--- config.mk ---
export PLATFORM = sky130hd
export DESIGN_NAME = redflt_top
export DESIGN_NICKNAME = d
export VERILOG_FILES = /design/src/rtl/redflt_pkg.sv /design/src/rtl/redflt_neutral.sv /design/src/rtl/redflt_classify.sv /design/src/rtl/redflt_top.sv
export SDC_FILE = /design/constraint.sdc
export NUM_CORES = 1
export LEC_CHECK = 0
export BUFFER_PORTS_ARGS = -buffer_cell sky130_fd_sc_hd__buf_2
export CAP_MARGIN = 20
export CORE_ASPECT_RATIO = 1.1
export CORE_MARGIN = 2
export CORE_UTILIZATION = 46
export DETAILED_ROUTE_END_ITERATION = 6
export PLACE_DENSITY = 0.85
export SLEW_MARGIN = 30
export SYNTH_ARGS = -nofsm -noshare
export SYNTH_HDL_FRONTEND = slang
export SYNTH_SLANG_ARGS = --single-unit
--- constraint.sdc ---
create_clock -name clk -period 1.85 [get_ports clk]
set_input_delay 0.185 -clock clk [delete_from_list [all_inputs] [get_ports clk]]
set_output_delay 0.185 -clock clk [all_outputs]
set_load 0.03 [all_outputs]
--- src/rtl/redflt_pkg.sv ---
package redflt_pkg;
    typedef enum logic [2:0] {
        RT_NONE,
        RT_FILL,
        RT_FWD,
        RT_CMB,
        RT_DIR
    } route_e;

    typedef enum logic [1:0] {
        OP_ADD  = 2'd0,
        OP_SMIN = 2'd1,
        OP_SMAX = 2'd2,
        OP_AND  = 2'd3
    } op_e;

    typedef enum logic {
        ST_FLOW,
        ST_REPLAY
    } state_e;
endpackage

--- src/rtl/redflt_neutral.sv ---
module redflt_neutral #(
    parameter int WORD_W = 8,
    parameter int WORDS  = 4,
    localparam int LINE_W = WORD_W * WORDS
) (
    input  redflt_pkg::op_e    op,
    output logic [LINE_W-1:0]  line
);
    logic [WORD_W-1:0] word;

    always_comb begin
        unique case (op)
            redflt_pkg::OP_ADD:  word = '0;
            redflt_pkg::OP_SMIN: word = {1'b0, {(WORD_W-1){1'b1}}};
            redflt_pkg::OP_SMAX: word = {1'b1, {(WORD_W-1){1'b0}}};
            redflt_pkg::OP_AND:  word = '1;
            default:             word = '0;
        endcase
    end

    for (genvar w = 0; w < WORDS; w++) begin : g_word
        assign line[w*WORD_W +: WORD_W] = word;
    end
endmodule

--- src/rtl/redflt_classify.sv ---
module redflt_classify #(
    parameter int ADDR_W  = 16,
    parameter int NODE_W  = 2,
    parameter int MY_NODE = 1,
    parameter bit REMOTE  = 1'b0
) (
    input  logic                valid,
    input  logic                is_wb,
    input  logic [ADDR_W-1:0]   addr,
    output redflt_pkg::route_e  route,
    output logic [ADDR_W-1:0]   real_addr,
    output logic [NODE_W-1:0]   home
);
    localparam int MSB = ADDR_W - 1;

    assign real_addr = {1'b0, addr[MSB-1:0]};
    assign home      = real_addr[MSB-1 -: NODE_W];

    always_comb begin
        if (!valid)
            route = redflt_pkg::RT_NONE;
        else if (!addr[MSB])
            route = redflt_pkg::RT_DIR;
        else if (REMOTE)
            route = redflt_pkg::RT_CMB;
        else if (!is_wb)
            route = redflt_pkg::RT_FILL;
        else if (home == NODE_W'(MY_NODE))
            route = redflt_pkg::RT_CMB;
        else
            route = redflt_pkg::RT_FWD;
    end
endmodule

--- src/rtl/redflt_top.sv ---
module redflt_top #(
    parameter int ADDR_W  = 16,
    parameter int NODE_W  = 2,
    parameter int WORD_W  = 8,
    parameter int WORDS   = 4,
    parameter int MY_NODE = 1,
    localparam int LINE_W = WORD_W * WORDS
) (
    input  logic              clk,
    input  logic              rst_n,
    input  logic [1:0]        cfg_op,
    input  logic              lq_valid,
    input  logic              lq_is_wb,
    input  logic [ADDR_W-1:0] lq_addr,
    input  logic [LINE_W-1:0] lq_data,
    output logic              lq_ready,
    input  logic              rq_valid,
    input  logic [ADDR_W-1:0] rq_addr,
    input  logic [LINE_W-1:0] rq_data,
    output logic              rq_ready,
    output logic              fill_valid,
    output logic [ADDR_W-1:0] fill_addr,
    output logic [LINE_W-1:0] fill_data,
    output logic              fwd_valid,
    output logic [NODE_W-1:0] fwd_node,
    output logic [ADDR_W-1:0] fwd_addr,
    output logic [LINE_W-1:0] fwd_data,
    output logic              cmb_valid,
    output logic [ADDR_W-1:0] cmb_addr,
    output logic [LINE_W-1:0] cmb_data,
    output logic              dir_valid,
    output logic              dir_is_wb,
    output logic [ADDR_W-1:0] dir_addr,
    output logic [LINE_W-1:0] dir_data
);
    import redflt_pkg::*;

    state_e state, state_nx;

    logic              l_acc, r_acc, clash;
    route_e            l_route, r_route;
    logic [ADDR_W-1:0] l_real, r_real, l_out_addr, r_out_addr;
    logic [NODE_W-1:0] l_home, r_home_unused;
    logic [LINE_W-1:0] neutral_line;

    route_e            pend_route;
    logic [ADDR_W-1:0] pend_addr;
    logic [LINE_W-1:0] pend_data;

    route_e            b_route;
    logic [ADDR_W-1:0] b_addr;
    logic [LINE_W-1:0] b_data;

    assign lq_ready = (state == ST_FLOW);
    assign rq_ready = (state == ST_FLOW);
    assign l_acc    = lq_valid && lq_ready;
    assign r_acc    = rq_valid && rq_ready;

    redflt_classify #(.ADDR_W(ADDR_W), .NODE_W(NODE_W), .MY_NODE(MY_NODE), .REMOTE(1'b0)) u_lcls (
        .valid(l_acc), .is_wb(lq_is_wb), .addr(lq_addr),
        .route(l_route), .real_addr(l_real), .home(l_home)
    );

    redflt_classify #(.ADDR_W(ADDR_W), .NODE_W(NODE_W), .MY_NODE(MY_NODE), .REMOTE(1'b1)) u_rcls (
        .valid(r_acc), .is_wb(1'b1), .addr(rq_addr),
        .route(r_route), .real_addr(r_real), .home(r_home_unused)
    );

    redflt_neutral #(.WORD_W(WORD_W), .WORDS(WORDS)) u_neut (
        .op(op_e'(cfg_op)), .line(neutral_line)
    );

    assign clash      = (l_route != RT_NONE) && (l_route == r_route);
    assign l_out_addr = (l_route == RT_CMB) ? l_real : lq_addr;
    assign r_out_addr = (r_route == RT_CMB) ? r_real : rq_addr;

    // Second emitter: parked remote in REPLAY, live remote in FLOW unless it clashes
    always_comb begin
        b_route = RT_NONE;
        b_addr  = r_out_addr;
        b_data  = rq_data;
        unique case (state)
            ST_REPLAY: begin
                b_route = pend_route;
                b_addr  = pend_addr;
                b_data  = pend_data;
            end
            ST_FLOW: begin
                if (!clash) b_route = r_route;
            end
            default: b_route = RT_NONE;
        endcase
    end

    always_comb begin
        unique case (state)
            ST_FLOW:   state_nx = clash ? ST_REPLAY : ST_FLOW;
            ST_REPLAY: state_nx = ST_FLOW;
            default:   state_nx = ST_FLOW;
        endcase
    end

    always_ff @(posedge clk) begin
        if (!rst_n) state <= ST_FLOW;
        else        state <= state_nx;
    end

    always_ff @(posedge clk) begin
        if (!rst_n) begin
            pend_route <= RT_NONE;
            pend_addr  <= '0;
            pend_data  <= '0;
        end else if (state == ST_FLOW && clash) begin
            pend_route <= r_route;
            pend_addr  <= r_out_addr;
            pend_data  <= rq_data;
        end
    end

    always_ff @(posedge clk) begin
        if (!rst_n) begin
            fill_valid <= 1'b0; fill_addr <= '0; fill_data <= '0;
            fwd_valid  <= 1'b0; fwd_node  <= '0; fwd_addr  <= '0; fwd_data <= '0;
            cmb_valid  <= 1'b0; cmb_addr  <= '0; cmb_data  <= '0;
            dir_valid  <= 1'b0; dir_is_wb <= 1'b0; dir_addr <= '0; dir_data <= '0;
        end else begin
            fill_valid <= 1'b0;
            fwd_valid  <= 1'b0;
            cmb_valid  <= 1'b0;
            dir_valid  <= 1'b0;
            unique case (l_route)
                RT_FILL: begin fill_valid <= 1'b1; fill_addr <= lq_addr; fill_data <= neutral_line; end
                RT_FWD:  begin fwd_valid <= 1'b1; fwd_node <= l_home; fwd_addr <= lq_addr; fwd_data <= lq_data; end
                RT_CMB:  begin cmb_valid <= 1'b1; cmb_addr <= l_out_addr; cmb_data <= lq_data; end
                RT_DIR:  begin dir_valid <= 1'b1; dir_is_wb <= lq_is_wb; dir_addr <= lq_addr; dir_data <= lq_data; end
                default: ;
            endcase
            unique case (b_route)
                RT_CMB:  begin cmb_valid <= 1'b1; cmb_addr <= b_addr; cmb_data <= b_data; end
                RT_DIR:  begin dir_valid <= 1'b1; dir_is_wb <= 1'b1; dir_addr <= b_addr; dir_data <= b_data; end
                default: ;
            endcase
        end
    end
endmodule

## Yosys cells after proc, flatten, opt, wreduce, memory -nomap -nowiden

Index checks and enable logic that the tools add are counted.

| cells by class | value |
|---|---|
| equality and inequality tests | 12 |
| mux-type cells | 30 |
| bitwise gates (word level) | 1 |
| reduce and logical (&&, ||, !) cells | 8 |

Operator list:

| cell | number |
|---|---|
| 32-bit 2-to-1 mux | 5 |
| 16-bit 2-to-1 mux | 6 |
| 8-bit case mux with 4 select lines | 1 |
| 3-bit 2-to-1 mux | 6 |
| 3-bit by 2-bit equality test with 1-bit output (second input constant) | 4 |
| 1-bit 2-to-1 mux | 10 |
| 3-bit equality test (second input constant) | 2 |
| 3-bit case mux with 2 select lines | 1 |
| 2-bit by 1-bit equality test with 1-bit output (second input constant) | 2 |
| 2-bit equality test (second input constant) | 2 |
| 1-bit logical AND | 4 |
| 2-bit nonzero test | 2 |
| 3-bit by 1-bit equality test with 1-bit output (second input constant) | 1 |
| 3-bit equality test | 1 |
| 3-bit nonzero test | 1 |
| 2-bit zero test | 1 |
| 1-bit case mux with 2 select lines | 1 |
| 1-bit inverter | 1 |

| storage, ports and cells | value |
|---|---|
| register bits | 251 |
| bits of input ports | 103 |
| output and inout bits | 201 |
| word-level logic and storage cells | 69 |

## Longest topological paths before layout

| logic depth | value |
|---|---|
| depth in word-level cells | 11 |
| depth in mapped cells | 8 |
| gate-level depth less buffers | 4 |

## Cells and area by module

Synthesis repeated with hierarchy kept, for this count alone.

| second synthesis, totals | value |
|---|---|
| cells, all modules | 1,316 |
| area total of the unflattened synthesis | 11,536.1 um^2 |

Modules (own cells, without submodules):

| module | instances | cells each | area an instance (um^2) | seq. area each (um^2) |
|---|---|---|---|---|
| redflt_top | 1 | 1,238 | 10,970.5 | 5,024.8 |
| redflt_neutral | 1 | 32 | 232.7 | 0.0 |
| redflt_classify (u_lcls) | 1 | 24 | 170.2 | 0.0 |
| redflt_classify (u_rcls) | 1 | 22 | 162.7 | 0.0 |

## Least setup slack after synthesis

OpenSTA, ideal clock, no wires.

| path | value |
|---|---|
| path type | flip-flop to flip-flop |
| start | register state |
| end | register dir_data[3] |
| library setup time | 122 ps |
| arrival | 1,635 ps |
| required time | 1,728 ps |
| slack | 94 ps |
| cell stages (with the launch flop) | 8 |
| buffers on the path | 4 |
| clock period less this slack | 1,756 ps |
| cell sequence | dfxtp_1 buf_6 buf_4 buf_2 buf_2 mux2i_1 nor2_1 a221o_1 |

| on the way | value |
|---|---|
| longest elaborated chain between the ends | 9 |
| elaborated cells between the ends (all ways) | 15 |
| those cells by class | 3 x eq/ne; 6 x mux; 1 x bitwise; 5 x reduce/logical |

Ends and longest elaborated chain:

| element | line | source |
|---|---|---|
| from (decl) | redflt_top.sv:38 | `state_e state, state_nx;` |
| from (signal assigned) | redflt_top.sv:105 | `else state <= state_nx;` |
| 1-bit inverter | redflt_top.sv:54, redflt_top.sv:55, redflt_top.sv:82 |  |
| 1-bit logical AND, on equally long branches | redflt_top.sv:56, redflt_top.sv:57 |  |
| 3-bit 2-to-1 mux | redflt_classify.sv:20 | `if (!valid)` |
| 3-bit equality test / 3-bit nonzero test (equally long branches) | redflt_top.sv:73 | `assign clash = (l_route != RT_NONE) && (l_route == r_route);` |
| 1-bit logical AND | redflt_top.sv:73 |  |
| 3-bit 2-to-1 mux | redflt_top.sv:89 | `if (!clash) b_route = r_route;` |
| 3-bit case mux with 2 select lines | redflt_top.sv:82 | `unique case (state)` |
| 3-bit equality test | redflt_top.sv:138 | `unique case (b_route)` |
| 32-bit 2-to-1 mux / 2-bit nonzero test (equally long branches) | - |  |
| to (signal assigned) | redflt_top.sv:125 | `dir_valid <= 1'b0; dir_is_wb <= 1'b0; dir_addr <= '0; dir_data <= '0;` |
| to (signal assigned) | redflt_top.sv:135 | `RT_DIR: begin dir_valid <= 1'b1; dir_is_wb <= lq_is_wb; dir_addr <= lq_addr; dir_data <= lq_data; end` |
| to (signal assigned) | redflt_top.sv:140 | `RT_DIR: begin dir_valid <= 1'b1; dir_is_wb <= 1'b1; dir_addr <= b_addr; dir_data <= b_data; end` |
| to (decl) | redflt_top.sv:34 | `output logic [LINE_W-1:0] dir_data` |

Several ways; a longest one is shown, not always the timed one.
A chain may end at the register's enable or synchronous reset.

## Final worst setup path

| path | value |
|---|---|
| start | register state |
| end | output port lq_ready |

| on the way | value |
|---|---|
| longest elaborated chain between the ends | 1 |

Ends and longest elaborated chain:

| element | line | source |
|---|---|---|
| 1-bit inverter | redflt_top.sv:54 | `assign lq_ready = (state == ST_FLOW);` |
| to (decl) | redflt_top.sv:16 | `output logic lq_ready,` |

Every way passes these cells.

==> metrics.txt <==
run status finished clean; final worst-path cycle share 95.79%; Arr. time, crit path 1.59 ns; PwrDens 914.1 mW/mm2; Initial DRC Count 592; most frequent cells in the layout buf_2 (302), nand2_1 (229), dfxtp_1 (217), dlygate4sd3_1 (96), mux2i_1 (90); CP Class flop to output pin; Die X-Extent 137.4 um; # IOs 304; Crit. End Element output pin; commonest non-fill, non-tap cell in the layout buf_2; Peak VDD IR 0.8165 mV; DRC violations left 0; share of flip-flops with an asynchronous set or reset 0%; Reg-to-Reg End dir_data[11]; TritonCTS clock tree done; CTS buffer count 23; mapped cell area 0.009000 mm2; vias per cell 5.625; FF-to-FF path depth 6; GPL Wtd Cong 0.8621; die height 150.7 um; router iterations before antenna repair 5; Worst Setup Start Kind flop; Fillers 1,459; total count of hold-check failures in the final report 0; IO Port Bufs 303; Overflow after GRT 0; Synth Flop Type dfxtp_1; max-cap violations 0; vias in the first global route 8,915; Seq/Total Area, Yosys 48.49%; post-route minimum period 1.772 ns; Mapped Cells 966; Slew headroom 64.49%; insertion delay to the later sink of the worst-skew pair 0.51 ns; Detail Route Antenna Nets 0; ranking of synthesized cells by area dfxtp_1 (48%), mux2i_1 (10%), nand2_1 (9.6%), a221o_1 (5.2%), o21ai_2 (3.7%); Root Driver clkbuf_16; hold path startpoint lq_is_wb; Syn Area/Cell 9.317 um2; drt total wl 30.70 mm; share of layout cells above drive strength 1 32.48%; Max Clk Rate 0.5643 GHz; worst slew pin tran 0.5315 ns; Syn Nets 1,069; cell leakage power 5.390 nW; unrepaired setup endpoints after global routing yes; Placed Area 0.01066 mm2; initial antenna violation count 2; final net count 1,427; clock sink total 218; total negative slack 0 ns; Hold Path Depth 3; Crit path required time 1.66 ns; Synth cell types 45; first-pass GRT wire length 46.70 mm; clock tree buffer depth 3; Hold Crit Class primary input to flop; Yosys reg bits 218; largest fanout on the critical path 17; register area 0.004368 mm2; gr usage total 28.63%; skew final 0.01994 ns; area of the multi-input gates 0.004023 mm2; CTS H-tree depth 1; WHS Endpoint dir_is_wb; detailed placer's ending HPWL 19.10 mm; Design Area, Final 0.01233 mm2; post-synth top area cell dfxtp_1; final setup fails 0; Worst R2R Setup Slack 0.08 ns; Clock transition at path regs 0.06 ns; Initial Util 46.96%; synth-to-layout area growth 37.02%; via count 8,898; cell row count 53; routed len/inst 19.40 um; largest net degree at the start of global routing 52; count of yosys warnings during synthesis 0; die footprint 0.02070 mm2; Final Slew Violations 0; core area 0.01916 mm2; number of flops mapped to enable cells by yosys 0; reg2reg start state; share of the synthesized area in the top cell type 48.49%
flip-flops by register name, summed over array words and instances, names as in the netlist, 15 cells and up:
register	cells
fwd_addr	15
fwd_data	32
cmb_addr	16
dir_addr	16
pend_addr	16
dir_data	32
pend_data	32
cmb_data	32
fill_addr	16
layer usage:
metal  global-route usage [%]  up-vias  part of all wire [%]
li1                         -     4051                     -
met5                        0        -                     0
met4                    13.92        0                   4.3
met3                    7.542      125                   9.4
met2                    50.52      542                    49
met1                    31.68     4180                    37
synthesized netlist by cell type, drive strengths merged, types with 2 or more instances:
cell	count
a21oi	67
a221o	47
a22oi	42
a311oi	4
and2	3
and3b	3
buf	74
clkbuf	32
dfxtp	218
mux2	5
mux2i	90
nand2	231
nand2b	3
nand3	6
nand3b	4
nand4b	2
nor2	57
nor2b	8
nor3	6
nor3b	2
o21ai	47
o31a	2
o31ai	2
cell families after synthesis:
kind of cell	share of synthesized area (%)
multiplexers	10.64
flip-flops	48.49
AND/OR/NAND/NOR	14.97
buffers and inverters	7.326
AO/OA/AOI/OAI	18.48
XOR/XNOR	0.09733
stage by stage:
stage                     instances  utilization (%)  setup WS [ns]  hold WS (ns)  total power (W)
final                          1582            64.35        0.07787       0.01278          0.01127
after global routing           1582            64.35     -0.0002498       0.05224          0.01164
after CTS                      1578            64.20        0.05726       0.01506          0.01128
after detailed placement       1448            55.60        0.08102        0.4338         0.006794
after global placement         1448            55.60         0.1669        0.4242         0.006752
after floorplan                 966                -        0.09353        0.2991         0.006208
area by class of cell:
class	instances	share of cell area [%]
antenna	2	0.04058
clock buffer	31	5.235
clock inverter	3	0.3247
inverter	2	0.06088
multi-input combinational	640	32.62
sequential	218	35.42
tap	247	2.506
timing repair buffer	439	23.79
critical path, stage by stage, from the launching register on:
cell and delay, ns:
dfxtp_4 0.44, buf_4 0.34, inv_1 0.10, buf_2 0.19
what timing repair did:
action / 4_1_cts / 5_1_grt
setup endpoints to repair: 0 / 22
hold buffers: 96 / 0
setup buffers: 0 / 2
resized for setup: 0 / 2
hold endpoints to repair: 195 / 0
worst max-delay path by stage:
stage	startpoint	endpoint	slack (ns)	cells past startpoint
after global routing	state	dir_data[1]	-0.0002	4
final	state	lq_ready	0.08	3
after floorplan	state	dir_data[3]	0.09	7
after global placement	state	cmb_data[31]	0.17	5
after CTS	state	cmb_data[6]	0.06	5
after detailed placement	state	cmb_data[6]	0.08	5
power by group:
part	internal (W)	switching, W	total (W)
clock	0.00254	0.00182	0.00436
combinational	0.000681	0.00117	0.00185
sequential	0.00493	0.000136	0.00506
(Power assumes the default switching activity.)
